### config.mk
export PLATFORM = sky130hd
export DESIGN_NAME = tmrb_top
export DESIGN_NICKNAME = d
export VERILOG_FILES = /design/src/rtl/tmrb_pkg.sv /design/src/rtl/tmrb_regs.sv /design/src/rtl/tmrb_counter.sv /design/src/rtl/tmrb_wave.sv /design/src/rtl/tmrb_top.sv
export SDC_FILE = /design/constraint.sdc
export NUM_CORES = 1
export LEC_CHECK = 0
export BUFFER_PORTS_ARGS = -buffer_cell sky130_fd_sc_hd__buf_2
export CAP_MARGIN = 10
export CORE_UTILIZATION = 57
export CTS_BUF_LIST = sky130_fd_sc_hd__clkbuf_4 sky130_fd_sc_hd__clkbuf_8
export DETAILED_ROUTE_END_ITERATION = 8
export HOLD_SLACK_MARGIN = 0.1
export PLACE_DENSITY = 0.81
export SYNTH_ARGS = -nofsm -noshare
export SYNTH_HDL_FRONTEND = slang
export SYNTH_HIERARCHICAL = 1
export SYNTH_SLANG_ARGS = --single-unit
### constraint.sdc
create_clock -name clk -period 2 [get_ports clk]
set_input_delay 0.2 -clock clk [delete_from_list [all_inputs] [get_ports clk]]
set_output_delay 0.2 -clock clk [all_outputs]
set_load 0.01 [all_outputs]
### src/rtl/tmrb_pkg.sv
package tmrb_pkg;
  typedef enum logic [1:0] {
    MODE_INTERVAL = 2'd0,
    MODE_PWM      = 2'd1,
    MODE_CARRIER  = 2'd2,
    MODE_ALT      = 2'd3
  } tmrb_mode_e;
endpackage

### src/rtl/tmrb_regs.sv
module tmrb_regs
  import tmrb_pkg::*;
#(
  parameter int W = 8
) (
  input  logic         clk,
  input  logic         rst_n,
  input  logic         run_en,
  input  tmrb_mode_e   mode,
  input  logic         reg_wr,
  input  logic         reg_addr,
  input  logic [W-1:0] reg_wdata,
  input  logic         prd_match,
  output logic [W-1:0] reg_rdata,
  output logic [W-1:0] duty_q,
  output logic [W-1:0] prd_act_q,
  output logic         start,
  output logic         restart_err
);
  logic [W-1:0] prd_buf_q;
  logic         run_q;
  logic         armed_q;
  logic         wr_duty, wr_prd, stop;

  assign wr_duty = reg_wr && !reg_addr;
  assign wr_prd  = reg_wr &&  reg_addr;
  assign start   = run_en && !run_q;
  assign stop    = !run_en && run_q;
  assign reg_rdata = reg_addr ? prd_buf_q : duty_q;

  always_ff @(posedge clk) begin
    if (!rst_n) begin
      duty_q      <= '0;
      prd_buf_q   <= '0;
      prd_act_q   <= '0;
      run_q       <= 1'b0;
      armed_q     <= 1'b0;
      restart_err <= 1'b0;
    end else begin
      run_q <= run_en;
      if (wr_duty && !run_en) duty_q <= reg_wdata;
      if (wr_prd) prd_buf_q <= reg_wdata;
      if (wr_prd && !run_en)          prd_act_q <= reg_wdata;
      else if (prd_match && !wr_prd)  prd_act_q <= prd_buf_q;
      if (wr_prd)     armed_q <= 1'b1;
      else if (stop)  armed_q <= 1'b0;
      restart_err <= start && !armed_q &&
                     (mode == MODE_PWM || mode == MODE_CARRIER);
    end
  end

  AST_DUTY_FROZEN: assert property (@(posedge clk) disable iff (!rst_n)
    run_en |=> $stable(duty_q));
  AST_ACT_KEPT_ON_CLASH: assert property (@(posedge clk) disable iff (!rst_n)
    (prd_match && wr_prd) |=> $stable(prd_act_q));
  AST_ACT_ONLY_AT_MATCH: assert property (@(posedge clk) disable iff (!rst_n)
    (run_en && !prd_match) |=> $stable(prd_act_q));
endmodule

### src/rtl/tmrb_counter.sv
module tmrb_counter #(
  parameter int W = 8
) (
  input  logic         clk,
  input  logic         rst_n,
  input  logic         run_en,
  input  logic         tick,
  input  logic [W-1:0] duty,
  input  logic [W-1:0] prd_act,
  output logic [W-1:0] count_q,
  output logic         duty_match,
  output logic         prd_match,
  output logic         irq_q
);
  localparam logic [W-1:0] ONE = W'(1);

  assign prd_match  = run_en && tick && (count_q == prd_act);
  assign duty_match = run_en && tick && (count_q == duty);

  always_ff @(posedge clk) begin
    if (!rst_n) begin
      count_q <= '0;
      irq_q   <= 1'b0;
    end else begin
      irq_q <= prd_match;
      if (!run_en)        count_q <= '0;
      else if (prd_match) count_q <= '0;
      else if (tick)      count_q <= count_q + ONE;
    end
  end

  AST_HOLD_ZERO: assert property (@(posedge clk) disable iff (!rst_n)
    !run_en |=> (count_q == '0));
  AST_CLEAR_WITH_IRQ: assert property (@(posedge clk) disable iff (!rst_n)
    prd_match |=> (irq_q && count_q == '0));
endmodule

### src/rtl/tmrb_wave.sv
module tmrb_wave
  import tmrb_pkg::*;
(
  input  logic       clk,
  input  logic       rst_n,
  input  logic       run_en,
  input  logic       start,
  input  tmrb_mode_e mode,
  input  logic       duty_match,
  input  logic       prd_match,
  output logic       out_q
);
  always_ff @(posedge clk) begin
    if (!rst_n)       out_q <= 1'b0;
    else if (!run_en) out_q <= 1'b0;
    else begin
      case (mode)
        MODE_PWM: begin
          if (start || prd_match) out_q <= 1'b1;
          else if (duty_match)    out_q <= 1'b0;
        end
        MODE_CARRIER: out_q <= out_q ^ (duty_match ^ prd_match);
        default:      out_q <= out_q ^ prd_match;
      endcase
    end
  end

  AST_PWM_RISE: assert property (@(posedge clk) disable iff (!rst_n)
    (mode == MODE_PWM && prd_match) |=> out_q);
  AST_IDLE_LOW: assert property (@(posedge clk) disable iff (!rst_n)
    !run_en |=> !out_q);
endmodule

### src/rtl/tmrb_top.sv
module tmrb_top
  import tmrb_pkg::*;
#(
  parameter int W = 8
) (
  input  logic         clk,
  input  logic         rst_n,
  input  logic         run_en,
  input  logic         tick,
  input  logic [1:0]   mode,
  input  logic         reg_wr,
  input  logic         reg_addr,
  input  logic [W-1:0] reg_wdata,
  output logic [W-1:0] reg_rdata,
  output logic [W-1:0] count,
  output logic         irq,
  output logic         out,
  output logic         restart_err
);
  tmrb_mode_e   mode_e;
  logic [W-1:0] duty, prd_act;
  logic         start, duty_match, prd_match;

  assign mode_e = tmrb_mode_e'(mode);

  tmrb_regs #(.W(W)) u_regs (
    .clk(clk), .rst_n(rst_n), .run_en(run_en), .mode(mode_e),
    .reg_wr(reg_wr), .reg_addr(reg_addr), .reg_wdata(reg_wdata),
    .prd_match(prd_match), .reg_rdata(reg_rdata), .duty_q(duty),
    .prd_act_q(prd_act), .start(start), .restart_err(restart_err)
  );

  tmrb_counter #(.W(W)) u_cnt (
    .clk(clk), .rst_n(rst_n), .run_en(run_en), .tick(tick),
    .duty(duty), .prd_act(prd_act), .count_q(count),
    .duty_match(duty_match), .prd_match(prd_match), .irq_q(irq)
  );

  tmrb_wave u_wave (
    .clk(clk), .rst_n(rst_n), .run_en(run_en), .start(start),
    .mode(mode_e), .duty_match(duty_match), .prd_match(prd_match),
    .out_q(out)
  );
endmodule

# Yosys cells after proc, flatten, opt, wreduce, memory -nomap -nowiden
# Index checks and enable logic that the tools add are counted.
[word_totals]
wordCells = 51
romBits = 0
ramBits = 0
latchBits = 0
output_inout_bits = 19
ff_bits = 37
n_memories = 0
[classes]
reduce_logical = 23
magnitude_cmp = 0
shift = 0
muxes = 8
eq_ne = 5
bitwise = 5
n_mul = 0
n_addsub = 1
n_div = 0
[ops]
columns = ["cell", "n"]
rows = [
  ["2-to-1 mux 8 bit", 3],
  ["== test 8 bit", 2],
  ["logical AND 1 bit", 12],
  ["adder 8 x 1 -> 8 bit, second input constant", 1],
  ["logical NOT 1 bit", 5],
  ["2-to-1 mux 1 bit", 4],
  ["nonzero test 2 bit", 2],
  ["!= test 3 x 1 -> 1 bit, second input constant", 1],
  ["OR reduction 3 bit", 1],
  ["bitwise XOR 1 bit", 3],
  ["== test 2 x 1 -> 1 bit, second input constant", 1],
  ["== test 2 bit, second input constant", 1],
  ["logical OR 1 bit", 2],
  ["NOT 1 bit", 2],
  ["one-hot mux 1 bit (2 select lines)", 1],
  ["AND reduction 2 bit", 1],
]

# Logic depth before layout (Yosys ltp)
[depth]
depth_word = 5
depth_mapped = 8

# Modules after synthesis
# The synthesis kept the hierarchy.
[by_module_without_submodules]
columns = ["mod", "area_each_um2", "cells_per_inst", "n_inst", "seq_area_each_um2"]
rows = [
  ["tmrb_regs", 1239.9, 120, 1, 540.5],
  ["tmrb_counter", 566.8, 65, 1, 180.2],
  ["tmrb_wave", 91.3, 12, 1, 20.0],
]

# Worst setup path after synthesis
# Ideal clock, no wire load.
[synth_timing]
kind = "register to register"
from = "register u_cnt.count_q[2]"
to = "register u_wave.out_q"
t_required_ps = 1867
period_less_slack_ps = 1834
path_buffers = 2
setup_slack_ps = 166
stages_incl_launch_ff = 9
arrival_ps = 1701
setup_ps = 133
path_cell_list = "dfxtp_1 clkbuf_2 xor2_1 nor4_1 and4_1 buf_6 or4b_1 a21oi_1 a211oi_1"
[synth_between]
elab_chain_len = 5
elab_cells_between_ends = 11
classes_between = "eq/ne: 3; mux: 2; bitwise: 3; reduce/logical: 3"
[synth_rtl]
columns = ["item", "line", "text"]
rows = [
  ["from (decl)", "tmrb_counter.sv:10", "output logic [W-1:0] count_q,"],
  ["from (signal assigned)", "tmrb_counter.sv:28", "else if (tick) count_q <= count_q + ONE;"],
  ["== test 8 bit *", "tmrb_counter.sv:17", "assign prd_match = run_en && tick && (count_q == prd_act);"],
  ["logical AND 1 bit *", "tmrb_counter.sv:17", ""],
  ["net prd_match", "tmrb_top.sv:22", "logic start, duty_match, prd_match;"],
  ["bitwise XOR 1 bit or logical OR 1 bit (tied branches)", "tmrb_wave.sv:22, tmrb_wave.sv:19", ""],
  ["bitwise XOR 1 bit or 2-to-1 mux 1 bit (tied branches)", "tmrb_wave.sv:22, tmrb_wave.sv:19", ""],
  ["one-hot mux 1 bit (2 select lines)", "tmrb_wave.sv:17", "case (mode)"],
  ["to (signal assigned)", "tmrb_wave.sv:22", "MODE_CARRIER: out_q <= out_q ^ (duty_match ^ prd_match);"],
  ["to (signal assigned)", "tmrb_wave.sv:23", "default: out_q <= out_q ^ prd_match;"],
  ["to (decl)", "tmrb_wave.sv:11", "output logic out_q"],
]
# The timed path passes the listed nets; every way through them passes the cells marked *.
# A chain may end at the register's enable or synchronous reset.

# Worst setup path in the final report
[layout_timing]
from = "register u_cnt.count_q[7]"
to = "register u_regs.prd_act_q[0]"
[layout_between]
elab_chain_len = 4
[layout_rtl]
columns = ["item", "line", "text"]
rows = [
  ["== test 8 bit", "tmrb_counter.sv:17", ""],
  ["logical AND 1 bit", "tmrb_counter.sv:17", ""],
  ["net prd_match", "tmrb_top.sv:22", ""],
  ["logical AND 1 bit", "tmrb_regs.sv:44", "else if (prd_match && !wr_prd) prd_act_q <= prd_buf_q;"],
  ["nonzero test 2 bit (no line)", "n/a", ""],
  ["to (signal assigned)", "tmrb_regs.sv:43", "if (wr_prd && !run_en) prd_act_q <= reg_wdata;"],
  ["to (signal assigned)", "tmrb_regs.sv:44", ""],
  ["to (decl)", "tmrb_regs.sv:16", "output logic [W-1:0] prd_act_q,"],
]
# The timed path passes the listed nets, and every way through them passes these cells.

==> summary by stage <==
Timing
Setup repair after global routing left no endpoint under its margin. On the final layout, the worst clock skew is 0.00616 ns. The headroom to the max-slew limit is 70.9%.

The final worst setup slack is 0.157 ns. For the final routed database, the setup TNS stands at 0 ns. The share of the clock period used by the worst path after layout is 92.1%. The final critical path time including I/O delays and setup is 1.84 ns. The final-report hold violation count came to 0. Timing would allow up to 543 MHz.

The number of max-slew violations in the final report was 0. Setup violations remaining at the end of the flow were counted as 0. The actual slew at the worst max-slew pin is 0.433 ns.

CTS
The number of instances resized during post-cts repair is 0. TritonCTS built the clock tree. The buffer depth of the longest clock path is 2. The number of setup buffers added after CTS is 0. The tree is rooted in a sky130_fd_sc_hd__clkbuf_4.

For this design, the sink count on the clock tree is 37. The number of buffers created by CTS is 5. The clock reaches the later pin of the worst-skew pair after 0.33 ns.

The clock-pin slew on the worst setup and hold paths is 0.10 ns. The H-tree was split into 2 levels. For this design, the CTS-stage hold fixing added 0 buffers.

Floorplanning
The overall die height is 59.7 um. After floorplanning, the core was sized to cover 3100 um^2. The die outline area is 3560 um^2.

The initial core utilization is 61.2%. The width of the die is 59.7 um. The number of I/O pins is 35. The cell row count is 20.

Setup path
The critical path is of the reg -> reg type. The type of destination of the critical path is a register. The critical path's largest stage delay is 0.38 ns. STA classifies the critical path startpoint as a register.

The critical path data required time is 2.24 ns. The capture instance of the worst register-to-register path is u_regs/prd_act_q[0]$_SDFFE_PN0P_. The maximum net fanout on the critical path is 8. The worst register-to-register path begins at u_cnt/count_q[7]$_SDFFE_PP0P_.

The path depth of the worst reg2reg path is 6. The critical path data arrival time is 2.08 ns. Across all register-to-register paths, the minimum setup slack is 0.16 ns. The end point of the critical path is u_regs/prd_act_q[0]$_SDFFE_PN0P_. Walking the worst path, the cells encountered are xor2_1, nor4_1, and4_2, inv_1, or3_1, o2111a_1. The slowest stage of the critical path is the sky130_fd_sc_hd__or3_1 cell.

The origin of the worst setup path is u_cnt/count_q[7]$_SDFFE_PP0P_.

Global routing
The global route total overflow is 0. The number of antenna violations at the first check in global routing was 0. The maximum number of pins on one net before global-route repair is 19. Across every metal layer, demand over resource in global routing totals 24.2%.

The wire length of the first global-routing pass is 6360 um. The number of global-route vias before repair came to 1402.

Drt
After detailed routing, the number of vias per cell comes to 5.45. The number of DRC markers after the initial detailed-route iteration is 86. After detailed routing, the average wire length per cell comes to 13.9 um. The iteration count of the initial detailed-routing pass is 4. The via count of the routed design is 1526. The residual antenna-violating net count after detailed routing is 0. The total routed wirelength is 3880 um.

The number of design rule violations left after detail routing is 0.

Logic synthesis
The number of synthesized flops with an enable pin is 0. The leading register cell type out of synthesis is sky130_fd_sc_hd__dfxtp_1. A synthesized cell averages 9.63 um^2. The share of the Yosys chip area taken by registers is 39.0%. The synthesis warning total is 6. Ranked by total cell area, the synthesized netlist is headed by sky130_fd_sc_hd__dfxtp_1 (39%), sky130_fd_sc_hd__xnor2_1 (6.5%), sky130_fd_sc_hd__mux2i_1 (6.3%), sky130_fd_sc_hd__xor2_1 (5.1%), sky130_fd_sc_hd__nand2_1 (4.9%). Synthesis produced a netlist with a net count of 214. The largest area contributor in the synthesized netlist is sky130_fd_sc_hd__dfxtp_1. Summing every instance area after synthesis gives 1900 um^2.

Synthesis instantiated 35 different standard cells from the library. Counting flops with an async set or reset pin after synthesis yields a share of 0%. The top cell type by area accounts for 39.0% of the synthesized area. The post-synthesis register bit count is 37. Synthesis produced a netlist whose cell count is 197.

Place
The number of buffers inserted by port buffering is 34. The HPWL after detailed placement is 2910 um. Routability-driven placement finished with a final weighted congestion of 0.853. Prior to clock tree synthesis, the placed netlist has a worst setup slack of 0.123 ns. The post-place instance area is 2120 um^2.

Layout
The number of filler cells placed in the layout is 294. Relative to the synthesized area, the layout overhead comes to 14.9%. The repair_antennas step left the layout with diodes totalling 0. The share of layout cells above drive strength 1 is 28.0%. At the end of the flow, the number of nets in the layout was 253. At the end of the flow the core is filled with cells to 70.3%. After routing the design area is 2180 um^2.

Pwr
Summed over all cells, the static leakage comes to 0.909 nW. Dividing total power by cell area gives a power density of 655 nW/um^2. The worst-case vdd ir drop is 0.000439 V.

Min path
The path category of the worst min-delay check is in -> reg. The number of cells on the worst hold path is 3.

Flow run
Across the run, the number of max-cap violations was 0.

Run status
The run finished with clean final reports.
[cell usage in the layout, fill, tap and decap left out]
cell type and n:
sky130_fd_sc_hd__mux2i_1 12, sky130_fd_sc_hd__dfxtp_2 1, sky130_fd_sc_hd__o2111a_1 7, sky130_fd_sc_hd__nand3_1 1, sky130_fd_sc_hd__inv_1 5, sky130_fd_sc_hd__xor2_1 11, sky130_fd_sc_hd__dfxtp_1 36, sky130_fd_sc_hd__and2_1 2
sky130_fd_sc_hd__mux2_2 8, sky130_fd_sc_hd__and2_4 1, sky130_fd_sc_hd__and4_2 1, sky130_fd_sc_hd__nor4_1 2, sky130_fd_sc_hd__nand4_1 3, sky130_fd_sc_hd__nand2_4 1, sky130_fd_sc_hd__nand2_1 25, sky130_fd_sc_hd__a21oi_1 1
sky130_fd_sc_hd__ha_1 1, sky130_fd_sc_hd__nor2_1 2, sky130_fd_sc_hd__o311ai_0 1, sky130_fd_sc_hd__a21boi_0 9, sky130_fd_sc_hd__mux2i_4 1, sky130_fd_sc_hd__o21ai_0 1, sky130_fd_sc_hd__a211oi_1 1, sky130_fd_sc_hd__nor3_1 10
sky130_fd_sc_hd__or3_1 14, sky130_fd_sc_hd__buf_2 34, sky130_fd_sc_hd__buf_4 10, sky130_fd_sc_hd__or4b_1 1, sky130_fd_sc_hd__nor4b_2 1, sky130_fd_sc_hd__clkbuf_4 6, sky130_fd_sc_hd__clkbuf_8 1, sky130_fd_sc_hd__nor2b_1 10
sky130_fd_sc_hd__xnor2_1 14, sky130_fd_sc_hd__and3_1 1, sky130_fd_sc_hd__nor3b_2 1
[cells in the mapped netlist, drive strengths merged, types with 3 or more instances]
master / number
buf: 7
nor2b: 10
mux2i: 13
nand4: 3
clkbuf: 5
nand2: 26
or3: 14
xnor2: 14
xor2: 11
mux2: 8
a21boi: 9
inv: 5
o2111a: 7
dfxtp: 37
nor3: 10
and2: 3
[sequential cells by signal, summed over array words and instances (netlist names)]
| signal | flops |
|---|---|
| u_regs/prd_buf_q | 8 |
| u_regs/restart_err | 1 |
| u_regs/run_q | 1 |
| u_regs/prd_act_q | 8 |
| u_cnt/irq_q | 1 |
| u_cnt/count_q | 8 |
| u_regs/armed_q | 1 |
| u_wave/out_q | 1 |
| u_regs/duty_q | 8 |
[metal layers]
metal  global-route usage (%)  share of wire (%)  vias to the layer above
li1                         -                  -                      760
met5                        0                  0                        -
met1                     33.0                 50                      727
met2                     37.5                 46                       37
met3                     6.28                4.1                        2
met4                     7.64               0.44                        0
[layout make-up]
cell class | instances | area, um^2 | area share, %
Sequential cell | 37 | 742 | 34.0
Inverter | 5 | 18.8 | 0.861
Tap cell | 44 | 55.1 | 2.52
Clock buffer | 7 | 58.8 | 2.70
Timing Repair Buffer | 44 | 245 | 11.2
Multi-Input combinational cell | 143 | 1060 | 48.7
[stage by stage]
step           instances  hold slack [ns]  power (mW)
3_3_place_gp         273            0.419        1.03
6_report             280            0.124        1.43
5_1_grt              280            0.115        1.51
2_1_floorplan        197            0.322       0.971
4_1_cts              280            0.108        1.44
3_5_place_dp         273            0.422        1.04
[worst max-delay path, delay by kind of cell, from the launching register on]
kind,cells,cell delay [ns]
xor+xnor,1,0.15
compound gates,1,0.13
simple gates,3,0.96
flops,1,0.33
buf+inv,1,0.16
[power by group]
part / internal, mW / switching [mW] / total (mW)
registers: 0.774 / 0.0281 / 0.802
clock network: 0.180 / 0.228 / 0.407
logic: 0.108 / 0.113 / 0.220
total: 1.06 / 0.368 / 1.43
[kinds of logic after synthesis]
group | after synthesis | share of synthesized area [%]
fa+ha+maj | 1 | 0.659
compound gates | 20 | 9.10
mux | 21 | 12.3
xor+xnor | 25 | 11.5
buf+inv | 17 | 5.14
flops | 37 | 39.0
simple gates | 76 | 22.3
[how the worst min path moves through the flow]
stage | from | to | slack, ns
CTS | reg_wdata[3] | u_regs/prd_buf_q[3]$_SDFFE_PN0P_ | 0.11
finish | reg_wdata[3] | u_regs/prd_buf_q[3]$_SDFFE_PN0P_ | 0.12
global placement | u_regs/armed_q$_SDFFE_PN0P_ | u_regs/restart_err$_SDFF_PN0_ | 0.42
global route | reg_wdata[3] | u_regs/prd_buf_q[3]$_SDFFE_PN0P_ | 0.11
floorplan | rst_n | u_cnt/irq_q$_SDFF_PN0_ | 0.32
detailed placement | u_regs/armed_q$_SDFFE_PN0P_ | u_regs/restart_err$_SDFF_PN0_ | 0.42
Power figures use the tool's default switching activity.
